--- src/rtl/bus_reset_pkg.sv ---
package bus_reset_pkg;

    typedef enum logic [2:0] {
        ST_IDLE,
        ST_ARB,
        ST_TX_SHORT,
        ST_TX_LONG,
        ST_RX_SHORT,
        ST_RX_LONG
    } seq_state_e;

    // Request register location and bit positions seen by software.
    localparam int REQ_REG_ADDR  = 9;
    localparam int REQ_SHORT_BIT = 7;
    localparam int REQ_LONG_BIT  = 6;

endpackage

--- src/rtl/rst_req_regs.sv ---
module rst_req_regs
    import bus_reset_pkg::*;
#(
    parameter int ADDR_W = 4,
    parameter int DATA_W = 8
) (
    input  logic              clk,
    input  logic              rst_n,
    input  logic [ADDR_W-1:0] addr,
    input  logic              wr_en,
    input  logic [DATA_W-1:0] wr_data,
    input  logic              busy,
    input  logic              consume,
    output logic [DATA_W-1:0] rd_data,
    output logic              short_req_o,
    output logic              long_req_o
);

    typedef struct packed {
        logic short_req;
        logic long_req;
    } req_t;

    localparam logic [ADDR_W-1:0] MY_ADDR = ADDR_W'(REQ_REG_ADDR);

    req_t req_d, req_q;
    logic hit;

    always_comb begin
        hit   = wr_en && (addr == MY_ADDR);
        req_d = req_q;
        if (consume) begin
            req_d = '0;
        end else if (hit && !busy) begin
            if (wr_data[REQ_SHORT_BIT]) req_d.short_req = 1'b1;
            if (wr_data[REQ_LONG_BIT])  req_d.long_req  = 1'b1;
        end
    end

    always_ff @(posedge clk or negedge rst_n) begin
        if (!rst_n) req_q <= '0;
        else        req_q <= req_d;
    end

    always_comb begin
        rd_data = '0;
        if (addr == MY_ADDR) begin
            rd_data[REQ_SHORT_BIT] = req_q.short_req;
            rd_data[REQ_LONG_BIT]  = req_q.long_req;
        end
    end

    assign short_req_o = req_q.short_req;
    assign long_req_o  = req_q.long_req;

    AST_REQ_SELF_CLEAR: assert property (@(posedge clk) disable iff (!rst_n)
        consume |=> (!short_req_o && !long_req_o));

    AST_BUSY_WRITE_DROPPED: assert property (@(posedge clk) disable iff (!rst_n)
        (busy && !short_req_o && !long_req_o) |=> (!short_req_o && !long_req_o));

endmodule

--- src/rtl/rst_duration_timer.sv ---
module rst_duration_timer #(
    parameter int CNT_W = 13
) (
    input  logic             clk,
    input  logic             rst_n,
    input  logic             load,
    input  logic [CNT_W-1:0] load_val,
    output logic             zero_o
);

    logic [CNT_W-1:0] cnt_d, cnt_q;

    always_comb begin
        cnt_d = cnt_q;
        if (load)              cnt_d = load_val;
        else if (cnt_q != '0)  cnt_d = cnt_q - 1'b1;
    end

    always_ff @(posedge clk or negedge rst_n) begin
        if (!rst_n) cnt_q <= '0;
        else        cnt_q <= cnt_d;
    end

    assign zero_o = (cnt_q == '0);

endmodule

--- src/rtl/rst_seq_fsm.sv ---
module rst_seq_fsm
    import bus_reset_pkg::*;
#(
    parameter int LONG_CYCLES  = 4916,
    parameter int SHORT_CYCLES = 33,
    parameter int ARB_LIMIT    = 1933,
    parameter int CNT_W        = 13
) (
    input  logic             clk,
    input  logic             rst_n,
    input  logic             legacy_mode,
    input  logic             req_short,
    input  logic             req_long,
    input  logic             rx_reset,
    input  logic             rx_short,
    input  logic             arb_gnt,
    input  logic             tmr_zero,
    output logic             consume,
    output logic             busy,
    output logic             tmr_load,
    output logic [CNT_W-1:0] tmr_val,
    output logic             arb_req,
    output logic             bus_reset_tx,
    output logic             reset_active,
    output logic             reset_short,
    output logic             reset_done
);

    localparam logic [CNT_W-1:0] LONG_LD  = CNT_W'(LONG_CYCLES - 1);
    localparam logic [CNT_W-1:0] SHORT_LD = CNT_W'(SHORT_CYCLES - 1);
    localparam logic [CNT_W-1:0] ARB_LD   = CNT_W'(ARB_LIMIT - 1);

    typedef struct packed {
        seq_state_e st;
        logic       rx_prev;
        logic       done;
    } fsm_t;

    fsm_t f_d, f_q;
    logic rx_rise;
    logic rx_as_short;

    always_comb begin
        f_d         = f_q;
        f_d.rx_prev = rx_reset;
        f_d.done    = 1'b0;
        rx_rise     = rx_reset && !f_q.rx_prev;
        rx_as_short = rx_short && !legacy_mode;
        consume     = 1'b0;
        tmr_load    = 1'b0;
        tmr_val     = LONG_LD;

        unique case (f_q.st)
            ST_IDLE: begin
                if (rx_rise) begin
                    consume  = 1'b1;
                    tmr_load = 1'b1;
                    if (rx_as_short) begin
                        f_d.st  = ST_RX_SHORT;
                        tmr_val = SHORT_LD;
                    end else begin
                        f_d.st  = ST_RX_LONG;
                    end
                end else if (req_short && !legacy_mode) begin
                    consume  = 1'b1;
                    tmr_load = 1'b1;
                    tmr_val  = ARB_LD;
                    f_d.st   = ST_ARB;
                end else if (req_short || req_long) begin
                    consume  = 1'b1;
                    tmr_load = 1'b1;
                    f_d.st   = ST_TX_LONG;
                end
            end
            ST_ARB: begin
                if (rx_rise) begin
                    tmr_load = 1'b1;
                    if (rx_as_short) begin
                        f_d.st  = ST_RX_SHORT;
                        tmr_val = SHORT_LD;
                    end else begin
                        f_d.st  = ST_RX_LONG;
                    end
                end else if (arb_gnt) begin
                    tmr_load = 1'b1;
                    tmr_val  = SHORT_LD;
                    f_d.st   = ST_TX_SHORT;
                end else if (tmr_zero) begin
                    tmr_load = 1'b1;
                    f_d.st   = ST_TX_LONG;
                end
            end
            ST_TX_SHORT, ST_TX_LONG, ST_RX_SHORT, ST_RX_LONG: begin
                if (tmr_zero) begin
                    f_d.st   = ST_IDLE;
                    f_d.done = 1'b1;
                end
            end
            default: f_d.st = ST_IDLE;
        endcase
    end

    always_ff @(posedge clk or negedge rst_n) begin
        if (!rst_n) begin
            f_q.st      <= ST_IDLE;
            f_q.rx_prev <= 1'b0;
            f_q.done    <= 1'b0;
        end else begin
            f_q <= f_d;
        end
    end

    always_comb begin
        busy         = (f_q.st != ST_IDLE);
        arb_req      = (f_q.st == ST_ARB);
        bus_reset_tx = (f_q.st == ST_TX_SHORT) || (f_q.st == ST_TX_LONG);
        reset_active = bus_reset_tx || (f_q.st == ST_RX_SHORT) || (f_q.st == ST_RX_LONG);
        reset_short  = (f_q.st == ST_TX_SHORT) || (f_q.st == ST_RX_SHORT);
        reset_done   = f_q.done;
    end

    AST_ARB_TIMEOUT_FALLBACK: assert property (@(posedge clk) disable iff (!rst_n)
        (f_q.st == ST_ARB && tmr_zero && !arb_gnt && !rx_rise) |=> (f_q.st == ST_TX_LONG));

    AST_GRANT_TO_SHORT: assert property (@(posedge clk) disable iff (!rst_n)
        (arb_req && arb_gnt && !rx_rise) |=> (bus_reset_tx && reset_short));

endmodule

--- src/rtl/bus_reset_seq.sv ---
module bus_reset_seq #(
    parameter int LONG_CYCLES       = 4916,
    parameter int SHORT_CYCLES      = 33,
    parameter int ARB_WINDOW_CYCLES = 1966,
    parameter int ADDR_W            = 4,
    parameter int DATA_W            = 8
) (
    input  logic              clk,
    input  logic              rst_n,
    input  logic              legacy_mode,
    input  logic [ADDR_W-1:0] reg_addr,
    input  logic              reg_wr_en,
    input  logic [DATA_W-1:0] reg_wr_data,
    output logic [DATA_W-1:0] reg_rd_data,
    output logic              arb_req,
    input  logic              arb_gnt,
    input  logic              rx_reset,
    input  logic              rx_short,
    output logic              bus_reset_tx,
    output logic              reset_active,
    output logic              reset_short,
    output logic              reset_done
);

    localparam int ARB_LIMIT = ARB_WINDOW_CYCLES - SHORT_CYCLES;
    localparam int MAX_CYC   = (LONG_CYCLES > ARB_LIMIT) ? LONG_CYCLES : ARB_LIMIT;
    localparam int CNT_W     = $clog2(MAX_CYC + 1);

    logic             req_short, req_long;
    logic             consume, busy;
    logic             tmr_load, tmr_zero;
    logic [CNT_W-1:0] tmr_val;

    rst_req_regs #(.ADDR_W(ADDR_W), .DATA_W(DATA_W)) u_regs (
        .clk         (clk),
        .rst_n       (rst_n),
        .addr        (reg_addr),
        .wr_en       (reg_wr_en),
        .wr_data     (reg_wr_data),
        .busy        (busy),
        .consume     (consume),
        .rd_data     (reg_rd_data),
        .short_req_o (req_short),
        .long_req_o  (req_long)
    );

    rst_duration_timer #(.CNT_W(CNT_W)) u_timer (
        .clk      (clk),
        .rst_n    (rst_n),
        .load     (tmr_load),
        .load_val (tmr_val),
        .zero_o   (tmr_zero)
    );

    rst_seq_fsm #(
        .LONG_CYCLES  (LONG_CYCLES),
        .SHORT_CYCLES (SHORT_CYCLES),
        .ARB_LIMIT    (ARB_LIMIT),
        .CNT_W        (CNT_W)
    ) u_fsm (
        .clk          (clk),
        .rst_n        (rst_n),
        .legacy_mode  (legacy_mode),
        .req_short    (req_short),
        .req_long     (req_long),
        .rx_reset     (rx_reset),
        .rx_short     (rx_short),
        .arb_gnt      (arb_gnt),
        .tmr_zero     (tmr_zero),
        .consume      (consume),
        .busy         (busy),
        .tmr_load     (tmr_load),
        .tmr_val      (tmr_val),
        .arb_req      (arb_req),
        .bus_reset_tx (bus_reset_tx),
        .reset_active (reset_active),
        .reset_short  (reset_short),
        .reset_done   (reset_done)
    );

    // Checker-side counters for windows too long to unroll.
    logic [CNT_W:0] arb_run_q;
    logic [CNT_W:0] act_run_q;

    always_ff @(posedge clk or negedge rst_n) begin
        if (!rst_n) begin
            arb_run_q <= '0;
            act_run_q <= '0;
        end else begin
            arb_run_q <= arb_req ? arb_run_q + 1'b1 : '0;
            act_run_q <= reset_active ? act_run_q + 1'b1 : '0;
        end
    end

    AST_LEGACY_NO_ARB: assert property (@(posedge clk) disable iff (!rst_n)
        legacy_mode |-> !arb_req);

    AST_LEGACY_LONG_ONLY: assert property (@(posedge clk) disable iff (!rst_n)
        (legacy_mode && $rose(reset_active)) |-> !reset_short);

    AST_NO_ARB_WHILE_TX: assert property (@(posedge clk) disable iff (!rst_n)
        !(arb_req && reset_active));

    AST_ACTIVE_BOUNDED: assert property (@(posedge clk) disable iff (!rst_n)
        act_run_q <= (CNT_W+1)'(LONG_CYCLES));

    AST_ARB_BOUNDED: assert property (@(posedge clk) disable iff (!rst_n)
        arb_run_q <= (CNT_W+1)'(ARB_LIMIT));

    AST_DONE_ONE_CYCLE: assert property (@(posedge clk) disable iff (!rst_n)
        reset_done |=> !reset_done);

    AST_DONE_AT_END: assert property (@(posedge clk) disable iff (!rst_n)
        $fell(reset_active) |-> reset_done);

endmodule

--- config.mk ---
export PLATFORM = sky130hd
export DESIGN_NAME = bus_reset_seq
export DESIGN_NICKNAME = d
export VERILOG_FILES = /design/src/rtl/bus_reset_pkg.sv /design/src/rtl/rst_req_regs.sv /design/src/rtl/rst_duration_timer.sv /design/src/rtl/rst_seq_fsm.sv /design/src/rtl/bus_reset_seq.sv
export SDC_FILE = /design/constraint.sdc
export NUM_CORES = 1
export LEC_CHECK = 0
export BUFFER_PORTS_ARGS = -buffer_cell sky130_fd_sc_hd__buf_2
export CORE_UTILIZATION = 45
export CTS_BUF_LIST = sky130_fd_sc_hd__clkbuf_16
export DETAILED_ROUTE_END_ITERATION = 12
export GPL_ROUTABILITY_DRIVEN = 0
export PLACE_DENSITY = 0.74
export SLEW_MARGIN = 20
export SYNTH_ARGS = -nofsm -noshare
export SYNTH_HDL_FRONTEND = slang
export SYNTH_SLANG_ARGS = --single-unit
export TNS_END_PERCENT = 10
--- constraint.sdc ---
create_clock -name clk -period 2.55 [get_ports clk]
set_clock_uncertainty 0.05 [all_clocks]
set_input_delay 0.1275 -clock clk [delete_from_list [all_inputs] [get_ports clk]]
set_output_delay 0.1275 -clock clk [all_outputs]
set_load 0.05 [all_outputs]
==> results of run 1 <==
-- cell families (layout without fill, tap and decap cells) --
kind of cell	Yosys count	in the layout	synth area share, %
adders and majority gates	1	1	1.01
DFF	20	20	40.3
other	1	6	0.302
buffers and inverters	15	32	7.66
AOI/OAI and AO/OA	33	33	16.8
xor gates and xnor gates	8	8	5.65
muxes	4	4	3.33
and+or+nand+nor	56	56	24.9
-- worst reg2reg max path, stage by stage, from the launching register on --
cell                      delay, ps
sky130_fd_sc_hd__dfrtp_1        380
sky130_fd_sc_hd__inv_1           90
sky130_fd_sc_hd__ha_1           180
sky130_fd_sc_hd__or3b_2         480
sky130_fd_sc_hd__or4_4          550
sky130_fd_sc_hd__a31o_1         350
sky130_fd_sc_hd__mux2i_1        180
-- metal layers --
metal,up-vias,wire length [um]
met2,31,1190
met4,0,27
li1,528,-
met1,482,1260
met3,4,87
met5,-,0
-- per-stage QoR --
stage                     util [%]  hold WS [ps]  std cells  worst slack (ps)
final                         56.6          71.3        190               151
after floorplan                  -          -218        143               152
after global routing          56.6           109        190              96.7
after detailed placement      52.9          50.3        185               175
after global placement        52.9          43.9        185               193
after CTS                     56.6          71.7        190               152
-- final cells by class --
class,instances,area (um^2)
clock buffers,3,75.1
inverters,3,11.3
repair buffers,26,153
flip-flops and latches,20,500
well taps,30,37.5
fillers,241,1100
multi-input cells,108,664
-- cell usage after synthesis (2+ instances only) --
| cell type | n |
|---|---|
| sky130_fd_sc_hd__nand2_1 | 7 |
| sky130_fd_sc_hd__inv_1 | 3 |
| sky130_fd_sc_hd__nor2b_1 | 4 |
| sky130_fd_sc_hd__nand3_1 | 4 |
| sky130_fd_sc_hd__and2_1 | 4 |
| sky130_fd_sc_hd__buf_4 | 6 |
| sky130_fd_sc_hd__o41ai_1 | 2 |
| sky130_fd_sc_hd__or4_1 | 2 |
| sky130_fd_sc_hd__nand2b_1 | 3 |
| sky130_fd_sc_hd__xnor2_1 | 3 |
| sky130_fd_sc_hd__or3_1 | 2 |
| sky130_fd_sc_hd__buf_6 | 2 |
| sky130_fd_sc_hd__clkbuf_1 | 3 |
| sky130_fd_sc_hd__nor2_1 | 16 |
| sky130_fd_sc_hd__nor3_1 | 2 |
| sky130_fd_sc_hd__o21ai_0 | 10 |
| sky130_fd_sc_hd__nor4_1 | 3 |
| sky130_fd_sc_hd__xor2_1 | 5 |
| sky130_fd_sc_hd__dfrtp_1 | 20 |
| sky130_fd_sc_hd__or4_4 | 2 |
| sky130_fd_sc_hd__and3_1 | 2 |
| sky130_fd_sc_hd__o22ai_1 | 3 |
| sky130_fd_sc_hd__mux2i_1 | 3 |
| sky130_fd_sc_hd__a21boi_0 | 4 |
| sky130_fd_sc_hd__a21oi_1 | 8 |
-- layout by cell type (no fill, tap or decap), drive strengths merged, types with 3 or more instances in the layout --
| master | instances |
|---|---|
| buf | 24 |
| dfrtp | 20 |
| nor2 | 16 |
| o21ai | 10 |
| a21oi | 8 |
| nand2 | 7 |
| conb | 6 |
| xor2 | 5 |
| or4 | 5 |
| and2 | 4 |
| nor2b | 4 |
| nand3 | 4 |
| a21boi | 4 |
| inv | 3 |
| xnor2 | 3 |
| nor4 | 3 |
| nand2b | 3 |
| o22ai | 3 |
| mux2i | 3 |
| clkbuf | 3 |
-- power by group --
group	total [uW]	switching, uW	internal [uW]
sequential	593	150	444
clock	313	106	206
combinational	885	545	340
-- sequential cells by signal, summed over array words and instances, names as in the netlist --
name and count:
u_fsm.f_q 4, u_timer.cnt_q 13, u_regs.short_req_o 1, u_regs.long_req_o 1, u_fsm.reset_done 1
-- worst max path at each step --
stage,startpoint,end,slack [ps],cells past startpoint
6_report,u_timer.cnt_q[0]$_DFFE_PN0P_,u_timer.cnt_q[12]$_DFFE_PN0P_,150,6
5_1_grt,u_timer.cnt_q[1]$_DFFE_PN0P_,u_fsm.f_q[2]$_DFFE_PN0P_,100,6
4_1_cts,u_timer.cnt_q[0]$_DFFE_PN0P_,u_timer.cnt_q[12]$_DFFE_PN0P_,150,6
3_5_place_dp,u_timer.cnt_q[0]$_DFFE_PN0P_,u_timer.cnt_q[11]$_DFFE_PN0P_,180,6
3_3_place_gp,u_timer.cnt_q[0]$_DFFE_PN0P_,u_timer.cnt_q[11]$_DFFE_PN0P_,190,6
2_1_floorplan,u_timer.cnt_q[0]$_DFFE_PN0P_,u_timer.cnt_q[11]$_DFFE_PN0P_,150,8
==> impl_results.md, run 1 <==
* Share of async-settable or async-resettable flops after synthesis at 100%
* Layout cell share with drive strength beyond 1 at 20.6%
* Number of standard cells after synthesis at between 100 and 150
* Final cycle utilization of the critical path at between 90% and 100%
* Delay of the slowest cell on the worst path at around 550 ps
* Slack of the worst reg-to-reg path at around 150 ps
* Number of detailed-route iterations in the first pass at 4
* Worst skew pair latency at 250 ps
* Buffer type at the clock tree root: sky130_fd_sc_hd__clkbuf_16
* Dpl hpwl at between 1500 and 2000 um
* CTS max path bufs at 2
* Post-synthesis to final-layout area growth at 16.1%
* Share of the synthesized area in the top cell type at 40.3%
* Startpoint of the lowest-slack hold path: reg_wr_data[7]
* Global router's overall resource usage at 19.6%
* Final setup violation count at 0
* Routed len/inst at between 10 and 15 um
* Number of endpoints with negative hold slack in the final report at 0
* Type of element capturing the critical path: register
* DRC violations left at 0
* Category of cells accounting for the largest share of critical-path delay: simple AND/OR/NAND/NOR gates
* CTS sink count at 20
* Cell area after layout at roughly 0.0014 mm^2
* Data required time of the worst path at approximately 2600 ps
* Arrival time reported for the critical path endpoint at about 2500 ps
* Met3 Use GR at under 10%
* List of cells traversed by the critical path: inv_1, ha_1, or3b_2, or4_4, a31o_1, mux2i_1
* Maximum Capacitance Violations at 0
* Post-Syn Area at 0.00124 mm^2
* Library cell contributing the largest single delay on the critical path: sky130_fd_sc_hd__or4_4
* Peak supply drop at between 800 and 900 uV
* Worst Hold Class: in -> reg
* Worst-Margin Slew at 689 ps
* Pin count of the biggest net entering global routing at 21
* Count of buffers added by post-CTS timing repair for setup at 0
* Iteration-0 DRC Markers at 20
* Post-CTS clock slew at the launch and capture registers of the worst setup and hold paths at roughly 50 ps
* Run status: completed
* R2R Path End: u_timer.cnt_q[12]$_DFFE_PN0P_
* Vias after detailed routing at around 1000
* Synthesized area per cell at roughly 9 um^2
* Count of H-tree levels built during CTS at 1
* Total negative slack at 0 ps
* Initial cell density of the core at about half
* Bufs and invs on worst path at 1
* Post-synth EDFFs at 0
* Proportion of synthesized chip area in sequential cells at between 40% and 50%
* Final ANT Viol Nets at 0
* Post-Place Cell Area at between 0.001 and 0.0015 mm^2
* Flip-flop cell with the highest count after synthesis: sky130_fd_sc_hd__dfrtp_1
* TritonCTS clock tree: yes
* Global route overflow at 0
* Slew margin rel. at a little over half
* Cell Rows at 18
* Layer with the highest usage after global routing: met2
* Fin. max-slew vios at 0
* Met1 capacity usage during global routing at roughly a quarter
* Num ports at 32
* Die span in y at between 50 and 60 um
* Hold-fix buffers at CTS at 2
* Number of antenna violations at the first check in global routing at 0
* Largest cells by area after synthesis: sky130_fd_sc_hd__dfrtp_1 (40%), sky130_fd_sc_hd__nor2_1 (4.8%), sky130_fd_sc_hd__o21ai_0 (4.0%), sky130_fd_sc_hd__buf_4 (3.6%), sky130_fd_sc_hd__xor2_1 (3.5%)
* Highest attainable clock frequency at about 420 MHz
* Clock buffer count from CTS at 3
* Via density per instance at 5.50
* Number of input and output port buffers inserted at 19
* Area leader, netlist: sky130_fd_sc_hd__dfrtp_1
* Wire length of the first global-routing pass at slightly above 4000 um
* Horizontal die dimension at ~55 um
* Worst-path maximum fanout at 10
* Placeable core region at between 0.002 and 0.003 mm^2
* Register bit total from synthesis at 20
* Depth of the most critical reg-to-reg path at 6
* Leak Pwr at around 0.00066 uW
* Cell depth of the worst hold path at 3
* Layout net count at between 150 and 200
* # diodes at 0
* Clock period minus final worst setup slack at 2400 ps
* Number of synthesis warnings at 0
* Startpoint types: register
* Cell variety after synth at 40
* Crit path kind: reg -> reg
* Via count of the first global-routing pass at roughly 990
* PostCTS Resize Cnt at 0
* Power per cell area at between 1000 and 1500 mW/mm^2
* Total die area at around 0.0030 mm^2
* Power Total at between 1500 and 2000 uW
* Worst hold endpoint: u_regs.short_req_o$_DFFE_PN0P_
* Crit Reg-Reg Startpoint: u_timer.cnt_q[0]$_DFFE_PN0P_
* Routed Wire Length at 2570 um
* Global routing usage on met2 at between 30% and 40%
* Unrepaired setup endpoints after global routing: false
Power figures use the tool's default switching activity.
==> inputs of run 2 (changes only) <==
CTS_BUF_LIST = sky130_fd_sc_hd__clkbuf_4 sky130_fd_sc_hd__clkbuf_8   (was sky130_fd_sc_hd__clkbuf_16)
SLEW_MARGIN = 40   (was 20)
==> run 2 against run 1 <==
Maximum frequency decreased by 0.18%. Routed wire length is 1.6% lower. Largest cell class unchanged. Register-to-register slack hardly changed. Power shrank 9.7%.
==> impl_results.md, run 2 (synthesized netlist as in run 1, its figures left out) <==
* Worst Hold Class: in -> reg
* Final ANT Viol Nets at 0
* Vias after detailed routing at approximately 1100
* Post-CTS clock slew at the launch and capture registers of the worst setup and hold paths at ~110 ps
* Routed len/inst at 13.3 um
* Worst-Margin Slew at about 670 ps
* Startpoint of the lowest-slack hold path: reg_wr_data[7]
* Arrival time reported for the critical path endpoint at 2520 ps
* Fin. max-slew vios at 0
* Cell area after layout at approximately 0.0014 mm^2
* Slack of the worst reg-to-reg path at 150 ps
* Data required time of the worst path at approximately 2700 ps
* Count of H-tree levels built during CTS at 1
* List of cells traversed by the critical path: inv_1, ha_1, or3b_2, or4_4, a31o_1, a21boi_0
* Reg area at roughly 500 um^2
* TritonCTS clock tree: yes
* Via density per instance at 5.57
* # diodes at 0
* Crit path kind: reg -> reg
* Type of element capturing the critical path: register
* Post-Place Cell Area at 0.00135 mm^2
* Number of input and output port buffers inserted at 19
* Layout cell share with drive strength beyond 1 at 20.6%
* Dpl hpwl at just under 2000 um
* Worst slack after detailed placement at roughly 180 ps
* Wire length of the first global-routing pass at 4080 um
* Most common library cell in the layout ignoring fill and taps: sky130_fd_sc_hd__dfrtp_1
* Maximum Capacitance Violations at 0
* Via count of the first global-routing pass at 979
* Iteration-0 DRC Markers at 16
* Horizontal die dimension at ~55 um
* Worst-path maximum fanout at 10
* R2R Path End: u_timer.cnt_q[11]$_DFFE_PN0P_
* Peak supply drop at roughly 840 uV
* CTS max path bufs at 2
* Initial cell density of the core at approximately half
* Global route overflow at 0
* Buffer type at the clock tree root: sky130_fd_sc_hd__clkbuf_4
* Layout filler cell count at 247
* CTS sink count at 20
* Cell Rows at 18
* Layout net count at about 180
* Routed Wire Length at approximately 2500 um
* Total negative slack at 0 ps
* DRC violations left at 0
* Power Total at about 1600 uW
* Placeable core region at 0.00254 mm^2
* Worst skew pair latency at a little under 300 ps
* Leak Pwr at 0.000639 uW
* Number of detailed-route iterations in the first pass at 4
* Total die area at 0.00297 mm^2
* Global router's overall resource usage at between 10% and 20%
* Crit Reg-Reg Startpoint: u_timer.cnt_q[0]$_DFFE_PN0P_
* Clock buffer count from CTS at 3
* Worst hold endpoint: u_regs.short_req_o$_DFFE_PN0P_
* Num ports at 32
* Library cell contributing the largest single delay on the critical path: sky130_fd_sc_hd__or4_4
* Final cycle utilization of the critical path at 94.2%
* Post-synthesis to final-layout area growth at 11.9%
* Highest-count cells in the layout ignoring fill and taps: sky130_fd_sc_hd__dfrtp_1 (20), sky130_fd_sc_hd__buf_2 (19), sky130_fd_sc_hd__nor2_1 (16)
* Count of buffers added by post-CTS timing repair for setup at 0
* Regs by FF count: u_timer.cnt_q: 13 flops, u_fsm.f_q: 4 flops
* Run status: completed
* Highest attainable clock frequency at approximately 420 MHz
* Final setup violation count at 0
* Clock period minus final worst setup slack at roughly 2400 ps
* Number of antenna violations at the first check in global routing at 0
* Hold Slack at 26.5 ps
* Largest register by flop count: u_timer.cnt_q
* Die span in y at between 50 and 60 um
* Setup slack after layout at between 100 and 150 ps
* Startpoint types: register
* Depth of the most critical reg-to-reg path at 6
* Power per cell area at 1160 mW/mm^2
* Slew margin rel. at 55.1%
* Number of endpoints with negative hold slack in the final report at 0
* Cell depth of the worst hold path at 3
* Delay of the slowest cell on the worst path at between 500 and 600 ps
* Combined area of the multi-input logic cells at 664 um^2
* Unrepaired setup endpoints after global routing: false
* Number of flip-flops under the largest register name at 13
* Pin count of the biggest net entering global routing at 21
[run 2: cell counts in the layout (fill, tap and decap cells not counted)]
Identical to the previous run, type by type.
[run 2: worst max-delay path by stage]
stage,depth (start not counted),slack (ps),startpoint,end
after detailed placement,6,180,u_timer.cnt_q[0]$_DFFE_PN0P_,u_timer.cnt_q[11]$_DFFE_PN0P_
after floorplan,8,150,u_timer.cnt_q[0]$_DFFE_PN0P_,u_timer.cnt_q[11]$_DFFE_PN0P_
after global routing,6,80,u_timer.cnt_q[1]$_DFFE_PN0P_,u_fsm.f_q[2]$_DFFE_PN0P_
after global placement,6,190,u_timer.cnt_q[0]$_DFFE_PN0P_,u_timer.cnt_q[11]$_DFFE_PN0P_
final,6,150,u_timer.cnt_q[0]$_DFFE_PN0P_,u_timer.cnt_q[11]$_DFFE_PN0P_
after CTS,6,150,u_timer.cnt_q[0]$_DFFE_PN0P_,u_timer.cnt_q[8]$_DFFE_PN0P_
[run 2: area by class of cell]
cell class / instances / share of cell area, %
repair buffers: 26 / 11.0
well taps: 30 / 2.70
clock buffers: 3 / 1.62
inverters: 3 / 0.811
multi-input cells: 108 / 47.8
flip-flops and latches: 20 / 36.0
[run 2: critical path: cells and delay by family, from the launching register on]
kind,cells,cell delay [ps]
flip-flops,1,390
AO/OA/AOI/OAI,2,540
adder cells (fa/ha/maj),1,180
AND/OR/NAND/NOR,2,1030
buffers and inverters,1,90
[run 2: metal layers]
layer / GRT usage, % / vias up / wire length (um)
met5: 0 / - / 0
met4: 6.84 / 0 / 13
met1: 24.6 / 500 / 1250
met3: 2.50 / 2 / 94
li1: - / 528 / -
met2: 32.9 / 29 / 1170
[run 2: what timing repair did]
action,in CTS,in global routing
hold buffers,2,0
hold endpoints to repair,21,0
gates resized for setup,0,0
[run 2: metrics by stage]
stage | std cells | utilization [%]
global placement | 185 | 52.9
floorplan | 143 | -
detailed placement | 185 | 52.9
finish | 190 | 54.6
CTS | 190 | 54.6
global route | 190 | 54.6
[run 2: where the power goes]
part / internal, uW / total (uW) / leakage [uW] / switching, uW
clock: 54.8 / 143 / 0.0000138 / 88.0
sequential: 442 / 590 / 0.000250 / 149
combinational: 340 / 885 / 0.000375 / 545
==> inputs of run 3 (changes only) <==
PLACE_DENSITY = 0.72   (was 0.74)
clock period = 2.9 ns   (was 2.55 ns; I/O delays follow)
==> run 3 against run 2 <==
First-iteration DRC count grew 38%. Non-clock buffer count shrank 4. Sequential share of layout area grew 0.43 points. Hold slack is essentially flat. Setup slack gained 150 ps. Routed wire length is essentially flat. Critical path depth is the same. Critical path type unchanged. Power shrank 12%. Core utilization shrank 0.64 points.
==> impl_results.md, run 3 (synthesized netlist as in run 1, its figures left out) <==
* Run status: completed
* Final ANT Viol Nets at 0
* Count of H-tree levels built during CTS at 1
* Combinational share of power at 50.8%
* Worst-path maximum fanout at 10
* Largest register by flop count: u_timer.cnt_q
* Pin count of the biggest net entering global routing at 21
* Power Total at between 1000 and 1500 uW
* Global route overflow at 0
* Total die area at just under 0.003 mm^2
* Fin. max-slew vios at 0
* Clock period minus final worst setup slack at around 2600 ps
* DRC violations left at 0
* Final setup violation count at 0
* Worst skew pair latency at ~300 ps
* Power per cell area at between 1000 and 1500 mW/mm^2
* Most common library cell in the layout ignoring fill and taps: sky130_fd_sc_hd__dfrtp_1
* Number of endpoints with negative hold slack in the final report at 0
* Startpoint types: register
* Die span in y at between 50 and 60 um
* Length of routed met2 wiring at approximately 1200 um
* Regs by FF count: u_timer.cnt_q: 13 flops, u_fsm.f_q: 4 flops
* Num ports at 32
* Reg area at between 500 and 600 um^2
* Post-Place Cell Area at about 0.0013 mm^2
* Hold Slack at 26.6 ps
* Number of detailed-route iterations in the first pass at 4
* Routed wire length on met3 at approximately 99 um
* Metal-1 WL at 1250 um
* Slew margin rel. at around half
* Highest-count cells in the layout ignoring fill and taps: sky130_fd_sc_hd__dfrtp_1 (20), sky130_fd_sc_hd__buf_2 (19), sky130_fd_sc_hd__nor2_1 (16)
* Fraction of power spent switching nets at between 40% and 50%
* Vias after detailed routing at between 1000 and 1500
* Number of flip-flops under the largest register name at 13
* CTS max path bufs at 2
* Worst slack after detailed placement at between 300 and 400 ps
* Horizontal die dimension at between 50 and 60 um
* Initial cell density of the core at 48.8%
* Via density per instance at 5.68
* Clock network fraction of total power at a little under an eighth
* Layout net count at around 180
* Via count of the first global-routing pass at 907
* Post-synthesis to final-layout area growth at 10.6%
* Internal power component at about 740 uW
* Peak supply drop at roughly 610 uV
* Unrepaired setup endpoints after global routing: false
* # diodes at 0
* Layout filler cell count at 240
* Routed len/inst at approximately 14 um
* Placeable core region at ~0.0025 mm^2
* Maximum Capacitance Violations at 0
* Reported net switching power at 689 uW
* Cell Rows at 18
* Final cycle utilization of the critical path at 89.7%
* Leak Pwr at 0.000627 uW
* Buffer type at the clock tree root: sky130_fd_sc_hd__clkbuf_4
* Highest attainable clock frequency at 384 MHz
* Type of element capturing the critical path: register
* Wire length of the first global-routing pass at between 4000 and 5000 um
* Number of antenna violations at the first check in global routing at 0
* Global router's overall resource usage at between 10% and 20%
* Clock buffer count from CTS at 3
* Iteration-0 DRC Markers at 22
* Crit path kind: reg -> reg
* TritonCTS clock tree: yes
* Sequential power share at about 38%
* Cell area after layout at 0.00137 mm^2
* Combined area of the multi-input logic cells at 664 um^2
* CTS sink count at 20
* Topmost layer with routed signal wires: met4
* Post-CTS clock slew at the launch and capture registers of the worst setup and hold paths at between 100 and 150 ps
* Data required time of the worst path at 3030 ps
* Worst-Margin Slew at 720 ps
* Setup slack after layout at ~300 ps
* Total negative slack at 0 ps
* Arrival time reported for the critical path endpoint at roughly 2700 ps
* Dpl hpwl at 1880 um
* Worst Hold Class: in -> reg
* Layout cell share with drive strength beyond 1 at 19.1%
* Routed Wire Length at 2530 um
* Number of input and output port buffers inserted at 19
run 3: cell count changes in the layout (fill, tap and decap cells not counted):
cell	before	now
sky130_fd_sc_hd__buf_4	5	1
sky130_fd_sc_hd__clkbuf_8	0	1
run 3: power by group through the flow:
stage,logic [uW],clock network [uW],registers (uW)
after floorplan,649,0,473
after global placement,701,0,532
after detailed placement,720,0,538
after CTS,726,169,531
after global routing,802,177,557
final,725,165,537
run 3: final cells by class:
class / instances / area share, %
Tap cell: 30 / 2.73
Timing Repair Buffer: 22 / 8.93
Sequential cell: 20 / 36.5
Multi-Input combinational cell: 108 / 48.4
Clock buffer: 4 / 2.64
Inverter: 3 / 0.820
run 3: final timing paths:
check / startpoint / end / slack [ps] / depth (start not counted)
worst max register to register: u_timer.cnt_q[0]$_DFFE_PN0P_ / u_timer.cnt_q[0]$_DFFE_PN0P_ / 300 / 6
worst min register to register: u_regs.long_req_o$_DFFE_PN0P_ / u_regs.long_req_o$_DFFE_PN0P_ / 540 / 2
worst min-delay path: reg_wr_data[7] / u_regs.short_req_o$_DFFE_PN0P_ / 30 / 3
worst max-delay path: u_timer.cnt_q[0]$_DFFE_PN0P_ / u_timer.cnt_q[0]$_DFFE_PN0P_ / 300 / 6
min in group asynchronous: rst_n / u_timer.cnt_q[6]$_DFFE_PN0P_ / 240 / 2
max in group asynchronous: rst_n / u_fsm.f_q[1]$_DFF_PN0_ / 2240 / 2
run 3: through the flow:
stage	utilization [%]	std cells
finish	53.9	187
global route	53.9	187
CTS	53.9	187
detailed placement	51.7	181
global placement	51.7	181
floorplan	-	143
run 3: routing by layer:
metal	vias up	global-route usage, %
met3	2	5.00
li1	521	-
met1	509	25.7
met4	0	3.85
met2	31	32.5
met5	-	0
run 3: repair_timing:
action                                 CTS  global route
buffers inserted                         0             0
hold buffers                             2             0
gates resized for setup                  0             0
setup endpoints to repair                0             0
endpoints found under the hold margin   21             0
run 3: critical path, cell delays in order, from the launching register on:
cell and delay [ps]:
sky130_fd_sc_hd__dfrtp_1 450, sky130_fd_sc_hd__inv_1 120, sky130_fd_sc_hd__ha_1 260, sky130_fd_sc_hd__or3b_2 500
sky130_fd_sc_hd__or4_4 570, sky130_fd_sc_hd__a31o_1 360, sky130_fd_sc_hd__mux2i_1 170
